File: src/rtl/univ_decoder_pkg.sv
package univ_decoder_pkg;
  typedef enum logic {
    MODE_DUAL = 1'b0,
    MODE_WIDE = 1'b1
  } dec_mode_e;
endpackage

File: src/rtl/univ_dec_route.sv
// Steers address and enables to the two halves according to the mode.
module univ_dec_route
  import univ_decoder_pkg::*;
#(
  parameter int unsigned HALF_AW = 2,
  parameter int unsigned EN_W    = 2
) (
  input  dec_mode_e            mode_i,
  input  logic [HALF_AW:0]     addr_a_i,
  input  logic [HALF_AW-1:0]   addr_b_i,
  input  logic [EN_W-1:0]      en_a_ni,
  input  logic [EN_W-1:0]      en_b_ni,
  output logic                 go_a_o,
  output logic                 go_b_o,
  output logic [HALF_AW-1:0]   idx_a_o,
  output logic [HALF_AW-1:0]   idx_b_o
);
  logic ok_a, ok_b, ok_all;

  assign ok_a   = ~|en_a_ni;
  assign ok_b   = ~|en_b_ni;
  assign ok_all = ok_a & ok_b;

  always_comb begin
    idx_a_o = addr_a_i[HALF_AW-1:0];
    if (mode_i == MODE_WIDE) begin
      // top address bit picks the half, low bits shared
      go_a_o  = ok_all & ~addr_a_i[HALF_AW];
      go_b_o  = ok_all &  addr_a_i[HALF_AW];
      idx_b_o = addr_a_i[HALF_AW-1:0];
    end else begin
      go_a_o  = ok_a;
      go_b_o  = ok_b;
      idx_b_o = addr_b_i;
    end
  end
endmodule

File: src/rtl/univ_dec_half.sv
// One-hot decode of a half address, gated by go_i.
module univ_dec_half #(
  parameter int unsigned AW = 2,
  localparam int unsigned LINES = 1 << AW
) (
  input  logic          go_i,
  input  logic [AW-1:0] idx_i,
  output logic [LINES-1:0] hit_o
);
  for (genvar n = 0; n < LINES; n++) begin : g_line
    assign hit_o[n] = go_i & (idx_i == AW'(n));
  end
endmodule

File: src/rtl/univ_dec_out.sv
// Polarity application and optional output register.
module univ_dec_out #(
  parameter int unsigned HALF_LINES   = 4,
  parameter bit          REGISTER_OUT = 1'b0,
  localparam int unsigned LINES = 2 * HALF_LINES
) (
  input  logic                  clk_i,
  input  logic                  rst_ni,
  input  logic [HALF_LINES-1:0] hit_a_i,
  input  logic [HALF_LINES-1:0] hit_b_i,
  input  logic                  hi_a_i,
  input  logic                  hi_b_i,
  output logic [LINES-1:0]      line_o
);
  logic [LINES-1:0] line_d;

  assign line_d = {hit_b_i ^ {HALF_LINES{~hi_b_i}}, hit_a_i ^ {HALF_LINES{~hi_a_i}}};

  if (REGISTER_OUT) begin : g_reg
    logic [HALF_LINES-1:0] hit_a_q, hit_b_q;
    logic                  hi_a_q, hi_b_q;

    always_ff @(posedge clk_i or negedge rst_ni) begin
      if (!rst_ni) begin
        hit_a_q <= '0;
        hit_b_q <= '0;
        hi_a_q  <= 1'b0;
        hi_b_q  <= 1'b0;
      end else begin
        hit_a_q <= hit_a_i;
        hit_b_q <= hit_b_i;
        hi_a_q  <= hi_a_i;
        hi_b_q  <= hi_b_i;
      end
    end

    assign line_o = {hit_b_q ^ {HALF_LINES{~hi_b_q}}, hit_a_q ^ {HALF_LINES{~hi_a_q}}};

    assert_reg_delay_R8: assert property (@(posedge clk_i) disable iff (!rst_ni)
      1'b1 |=> line_o == $past(line_d));
  end else begin : g_comb
    assign line_o = line_d;
  end
endmodule

File: src/rtl/univ_decoder.sv
module univ_decoder
  import univ_decoder_pkg::*;
#(
  parameter int unsigned HALF_AW      = 2,
  parameter int unsigned EN_W         = 2,
  parameter bit          REGISTER_OUT = 1'b0,
  localparam int unsigned HALF_LINES = 1 << HALF_AW,
  localparam int unsigned LINES      = 2 * HALF_LINES
) (
  input  logic               clk_i,
  input  logic               rst_ni,
  input  logic               wide_mode_i,
  input  logic [HALF_AW:0]   addr_a_i,
  input  logic [HALF_AW-1:0] addr_b_i,
  input  logic [EN_W-1:0]    en_a_ni,
  input  logic [EN_W-1:0]    en_b_ni,
  input  logic               pol_a_i,
  input  logic               pol_b_i,
  input  logic               pol_common_i,
  output logic [LINES-1:0]   line_o
);
  dec_mode_e                 mode;
  logic                      go_a, go_b;
  logic [HALF_AW-1:0]        idx_a, idx_b;
  logic [HALF_LINES-1:0]     hit_a, hit_b;
  logic                      hi_a, hi_b;

  assign mode = dec_mode_e'(wide_mode_i);
  // effective polarity: 1 = selected line high
  assign hi_a = pol_a_i ^ pol_common_i;
  assign hi_b = pol_b_i ^ pol_common_i;

  univ_dec_route #(.HALF_AW(HALF_AW), .EN_W(EN_W)) i_route (
    .mode_i   (mode),
    .addr_a_i (addr_a_i),
    .addr_b_i (addr_b_i),
    .en_a_ni  (en_a_ni),
    .en_b_ni  (en_b_ni),
    .go_a_o   (go_a),
    .go_b_o   (go_b),
    .idx_a_o  (idx_a),
    .idx_b_o  (idx_b)
  );

  univ_dec_half #(.AW(HALF_AW)) i_half_a (.go_i(go_a), .idx_i(idx_a), .hit_o(hit_a));
  univ_dec_half #(.AW(HALF_AW)) i_half_b (.go_i(go_b), .idx_i(idx_b), .hit_o(hit_b));

  univ_dec_out #(.HALF_LINES(HALF_LINES), .REGISTER_OUT(REGISTER_OUT)) i_out (
    .clk_i   (clk_i),
    .rst_ni  (rst_ni),
    .hit_a_i (hit_a),
    .hit_b_i (hit_b),
    .hi_a_i  (hi_a),
    .hi_b_i  (hi_b),
    .line_o  (line_o)
  );

  assert_half_a_onehot_R1: assert property (@(posedge clk_i) disable iff (!rst_ni)
    $onehot0(hit_a));
  assert_half_b_onehot_R2: assert property (@(posedge clk_i) disable iff (!rst_ni)
    $onehot0(hit_b));
  assert_dual_gate_a_R3: assert property (@(posedge clk_i) disable iff (!rst_ni)
    (!wide_mode_i && (|en_a_ni)) |-> (hit_a == '0));
  assert_wide_one_half_R4: assert property (@(posedge clk_i) disable iff (!rst_ni)
    wide_mode_i |-> !((|hit_a) && (|hit_b)));
  assert_wide_gate_R5: assert property (@(posedge clk_i) disable iff (!rst_ni)
    (wide_mode_i && ((|en_a_ni) || (|en_b_ni))) |-> ((hit_a == '0) && (hit_b == '0)));
endmodule

File: config.mk
export PLATFORM = sky130hd
export DESIGN_NAME = univ_decoder
export DESIGN_NICKNAME = d
export VERILOG_FILES = /design/src/rtl/univ_decoder_pkg.sv /design/src/rtl/univ_dec_route.sv /design/src/rtl/univ_dec_half.sv /design/src/rtl/univ_dec_out.sv /design/src/rtl/univ_decoder.sv
export SDC_FILE = /design/constraint.sdc
export NUM_CORES = 1
export LEC_CHECK = 0
export CORE_AREA = 2 2 39 41
export DETAILED_ROUTE_END_ITERATION = 6
export DIE_AREA = 0 0 41 43
export SYNTH_ARGS = -nofsm -noshare
export SYNTH_HDL_FRONTEND = slang
export SYNTH_SLANG_ARGS = --single-unit
File: constraint.sdc
create_clock -name vclk -period 4.29
set_input_delay 0.858 -clock vclk [all_inputs]
set_output_delay 0.858 -clock vclk [all_outputs]
set_load 0.01 [all_outputs]
==> flow_metrics.tcl, run 1 <==
set metrics [dict create \
    drc_errors 0 \
    synth_xor_area_share_pct 34.8 \
    slew_violations 0 \
    worst-path-max-fanout 4 \
    hold_class "in2out" \
    n_clock_buffer 0 \
    crit_path_start "addr_a_i[2]" \
    syn_to_final_growth_pct 90.0 \
    post_cts_resized 0 \
    maxCapViolCount 0 \
    power_mw 0.0618 \
    portBuffers 21 \
    rows 14 \
    finalSetupTns_ns 0 \
    dp_hpwl_um 559 \
    grt_pass1_wl_um 972 \
    synth_area_leaders "xnor2_1 (31%), a2111oi_1 (12%), mux2i_1 (8.0%), nand4b_1 (7.0%), a2111oi_2 (6.0%)" \
    seqCellArea_sq_um 0 \
    crit_type "in2out" \
    synthAdderAreaFrac_pct 0 \
    worst-slew-pin-transition_ns 0.535 \
    synth-warning-count 0 \
    mappedNetlistNets 43 \
    power_density_nw_per_um2 129 \
    syn_area_sq_um 251 \
    grt_max_degree 7 \
    start_kind "input pin" \
    yosysMostFrequentCell "xnor2_1" \
    critPathRequiredTime_ns 3.43 \
    synth_top_family_by_area "XOR/XNOR gates" \
    num_io_pins 23 \
    drive_gt1_share_pct 12.2 \
    yosysTopAreaCell "xnor2_1" \
    arrival_ns 2.95 \
    end_kind "output pin" \
    syn_avg_cell_area_sq_um 8.98 \
    ant_nets 0 \
    fmax_mhz 262 \
    synth_simple_gate_area_share_pct 21.4 \
    die_y_um 43 \
    min_to "line_o[3]" \
    antenna_found_initial 0 \
    core_area_sq_um 1380 \
    grt_pass1_vias 255 \
    rsz0062_at_grt "false" \
    drt_iter0_markers 1 \
    floorplan.initialDensity_pct 18.2 \
    irDropWorstVdd_mv 0.0512 \
    seq_cell_count 0 \
    placed_area_sq_um 478 \
    grt.overflow.total 0 \
    layout_min_cycle_time_ns 3.81 \
    slew_headroom_pct 64.1 \
    antenna_cells 0 \
    min_from "addr_a_i[0]" \
    ctsHoldBuffers 0 \
    hold_path_depth 4 \
    cts_setup_buffers 0 \
    grt_use_total_pct 7.09 \
    fin_nets 66 \
    synthCells 28 \
    hold_violations 0 \
    netlist_top_cells_count "xnor2_1 (9), a2111oi_1 (3), mux2i_1 (2), nand4b_1 (2), nor2_1 (2)" \
    vias_per_cell 4.46 \
    finalWirelength_um 688 \
    setup_viol 0 \
    synth_top_cell_area_share_pct 31.3 \
    status "complete, no violations" \
    finalCritPeriodShare_pct 88.8 \
    vias 290 \
    muxShareOfSynthArea_pct 18.4 \
    gp_congestion 0.609 \
    dr.pass1.iters 2 \
    power_leakage_nw 0.149 \
    yosysSeqAreaShare_pct 0 \
    die_w_um 41 \
    die-area_sq_um 1760 \
    synth-compound-area-share_pct 20.9 \
    wl_per_cell_um 10.6 \
    fillerInstances 153 \
    synth.distinct_cells 15 \
    stdcell_area_sq_um 478 \
]
-- routing by layer --
| metal | global-route usage [%] | part of all wire (%) |
|---|---|---|
| met5 | 0 | 0 |
| met4 | 0 | 0 |
| met3 | 0 | 12 |
| met2 | 10.9 | 38 |
| met1 | 11.4 | 49 |
-- stage by stage --
stage | utilization, % | hold WS, ns | setup WS, ns | instances
6_report | 34.5 | 2.88 | 0.479 | 65
3_3_place_gp | 34.5 | 2.87 | 0.462 | 65
4_1_cts | 34.5 | 2.88 | 0.457 | 65
2_1_floorplan | - | 1.88 | 1.52 | 28
3_5_place_dp | 34.5 | 2.88 | 0.484 | 65
5_1_grt | 34.5 | 2.94 | 0.351 | 65
-- how the worst max path moves through the flow --
stage          depth (start not counted)   endpoint
6_report                               5  line_o[5]
5_1_grt                                5  line_o[4]
4_1_cts                                5  line_o[5]
3_5_place_dp                           5  line_o[5]
3_3_place_gp                           5  line_o[6]
2_1_floorplan                          3  line_o[4]
-- logic make-up (layout without fill, tap and decap cells) --
kind of cell           Yosys count  after routing
buffers and inverters            1             22
AO/OA/AOI/OAI                    5              5
XOR/XNOR                        10             10
AND/OR/NAND/NOR                  8              8
multiplexers                     4              4
-- final cells by class --
class / count / area (sq um) / share of cell area (%)
Tap cell: 16 / 20.0 / 4.19
Multi-Input combinational cell: 27 / 240 / 50.3
Timing Repair Buffer: 22 / 218 / 45.5
-- power by group --
part | leakage (nW) | total [mW] | internal [mW] | switching [mW]
Sequential | 0 | 0 | 0 | 0
Clock | 0 | 0 | 0 | 0
Combinational | 0.149 | 0.0618 | 0.0378 | 0.0240
Total | 0.149 | 0.0618 | 0.0378 | 0.0240
-- critical path, cell delays in order --
cell,delay [ns]
clkdlybuf4s50_1,0.48
or3b_4,0.41
a2111oi_1,0.47
xnor2_1,0.17
clkdlybuf4s50_1,0.56
-- cell usage in the layout (no fill, tap or decap) --
cell type,Yosys,routed
mux2i_1,2,2
nand4b_1,2,2
mux2_2,1,1
clkdlybuf4s50_1,0,21
a2111oi_2,1,1
buf_4,0,1
or3b_4,1,1
nand3_1,1,1
nor2_1,2,2
a2111oi_1,3,3
xor2_1,1,1
o31ai_1,1,1
xnor2_1,9,9
nand4_1,1,1
or2_2,1,1
mux2_4,1,1
No activity file was read; power rests on OpenSTA's default activity.
==> inputs of run 2 (changes only) <==
--- a/config.mk
+++ b/config.mk
@@ -5,9 +5,11 @@
 export SDC_FILE = /design/constraint.sdc
 export NUM_CORES = 1
 export LEC_CHECK = 0
+export ABC_AREA = 1
 export CORE_AREA = 2 2 39 41
 export DETAILED_ROUTE_END_ITERATION = 6
 export DIE_AREA = 0 0 41 43
+export PLACE_DENSITY = 0.66
 export SYNTH_ARGS = -nofsm -noshare
 export SYNTH_HDL_FRONTEND = slang
 export SYNTH_SLANG_ARGS = --single-unit
==> flow_metrics.tcl, run 2 <==
set metrics [dict create \
    wl_per_cell_um 7.85 \
    yosysMostFrequentCell "nand2_1" \
    die_y_um 43 \
    vias_per_cell 4.37 \
    crit_type "in2out" \
    critPathRequiredTime_ns 3.43 \
    grt_pass1_wl_um 1380 \
    yosysTopAreaCell "nand2_1" \
    final_common_cell "nand2_1" \
    finalCritPeriodShare_pct 82.0 \
    setup_viol 0 \
    finalWirelength_um 856 \
    cts_setup_buffers 0 \
    grt_busiest_layer "met2" \
    ctsHoldBuffers 0 \
    portBuffers 21 \
    slew_headroom_pct 69.2 \
    num_io_pins 23 \
    fin_util_pct 44.5 \
    hold_class "in2out" \
    place_inst 109 \
    grt_pass1_vias 387 \
    use_met3_pct 0 \
    irDropWorstVdd_mv 0.0357 \
    syn_avg_cell_area_sq_um 5.43 \
    drc_errors 0 \
    fin_nets 110 \
    fmax_mhz 284 \
    maxCapViolCount 0 \
    synth.distinct_cells 17 \
    finalSetupTns_ns 0 \
    syn_to_final_growth_pct 55.2 \
    worst-path-max-fanout 8 \
    power_density_nw_per_um2 120 \
    core_area_sq_um 1380 \
    use_met1_pct 12.1 \
    min_to "line_o[3]" \
    cpPeakStageDelay_ns 0.75 \
    synth_area_leaders "nand2_1 (26%), nand3_1 (14%), inv_1 (8.5%), nand2_2 (7.9%), nand4_1 (6.3%)" \
    power_leakage_nw 0.307 \
    die-area_sq_um 1760 \
    grt_max_degree 10 \
    dp_hpwl_um 733 \
    post_cts_resized 0 \
    arrival_ns 2.66 \
    drt_iter0_markers 1 \
    mappedNetlistNets 88 \
    rsz0062_at_grt "false" \
    dr.pass1.iters 4 \
    gp_congestion 0.799 \
    hold_violations 0 \
    ant_nets 0 \
    floorplan.initialDensity_pct 28.7 \
    crit_family "buffers and inverters" \
    status "complete, no violations" \
    end_kind "output pin" \
    final_cell_mix "nand2_1 (27), clkdlybuf4s50_1 (21), nand3_1 (11), inv_1 (9), nand2_2 (5)" \
    n_clock_buffer 0 \
    die_w_um 41 \
    antenna_cells 0 \
    layout_min_cycle_time_ns 3.52 \
    syn_area_sq_um 397 \
    antenna_found_initial 0 \
    drive_gt1_share_pct 18.3 \
    critPathSlowestCell "clkdlybuf4s50_1" \
    stdcell_count 109 \
    netlist_top_cells_count "nand2_1 (27), nand3_1 (11), inv_1 (9)" \
    start_kind "input pin" \
    synth-warning-count 0 \
    grt.overflow.total 0 \
    rows 14 \
    vias 476 \
    seq_cell_count 0 \
    yosysSeqAreaShare_pct 0 \
    cp_num_buf_inv 3 \
    seqCellArea_sq_um 0 \
    grt_use_total_pct 10.3 \
    synthCells 73 \
    worst-slew-pin-transition_ns 0.460 \
    grtUsageMet2_pct 20.3 \
    synth_top_cell_area_share_pct 25.6 \
    worstPathCellList "clkdlybuf4s50_1 > nand2_1 > nand2_2 > nand2_1 > inv_1 > nand3_1 > nand2_1 > clkdlybuf4s50_1" \
    cp_common_cell "nand2_1" \
    hold_path_depth 5 \
    slew_violations 0 \
    min_from "en_a_ni[0]" \
]
## run 2: per-layer routing
layer / up-vias / share of wire (%)
met5: - / 0
met2: 13 / 50
li1: 269 / -
met3: 0 / 5.4
met4: 0 / 0
met1: 194 / 45
## run 2: cell families after synthesis
group | Yosys count | share of synthesized area, %
AOI/OAI and AO/OA | 3 | 10.1
xor gates and xnor gates | 2 | 8.20
and+or+nand+nor | 55 | 66.9
buffers and inverters | 13 | 14.8
## run 2: worst max path at each step
stage                     cells past startpoint         to   startpoint  slack (ns)
after floorplan                               6  line_o[7]   en_a_ni[1]        1.98
after global placement                        8  line_o[7]  wide_mode_i        0.77
after detailed placement                      8  line_o[4]  wide_mode_i        0.78
after CTS                                     8  line_o[7]  wide_mode_i        0.76
after global routing                          8  line_o[7]  wide_mode_i        0.63
final                                         8  line_o[7]  wide_mode_i        0.77
## run 2: metrics by stage
step | area, sq um | hold slack (ns) | power (mW) | setup slack (ns)
floorplan | 397 | 1.90 | 0.0390 | 1.98
CTS | 616 | 2.89 | 0.0745 | 0.759
finish | 616 | 2.89 | 0.0740 | 0.771
global placement | 616 | 2.89 | 0.0737 | 0.771
detailed placement | 616 | 2.89 | 0.0742 | 0.779
global route | 616 | 2.95 | 0.0825 | 0.632
## run 2: report_power, final
group / total [mW] / switching, mW / internal [mW]
sequential: 0 / 0 / 0
combinational: 0.0740 / 0.0364 / 0.0376
clock: 0 / 0 / 0
## run 2: final cells by class
class	instances	area [sq um]
fill	157	768
inverter	12	47.5
tap	16	20.0
timing repair buffer	21	210
multi-input combinational	60	338
## run 2: tightest hold or removal path, stage by stage
cell,delay [ns]
clkdlybuf4s50_1,0.50
nor2_4,0.07
nand4_1,0.08
nand2_1,0.05
clkdlybuf4s50_1,0.46
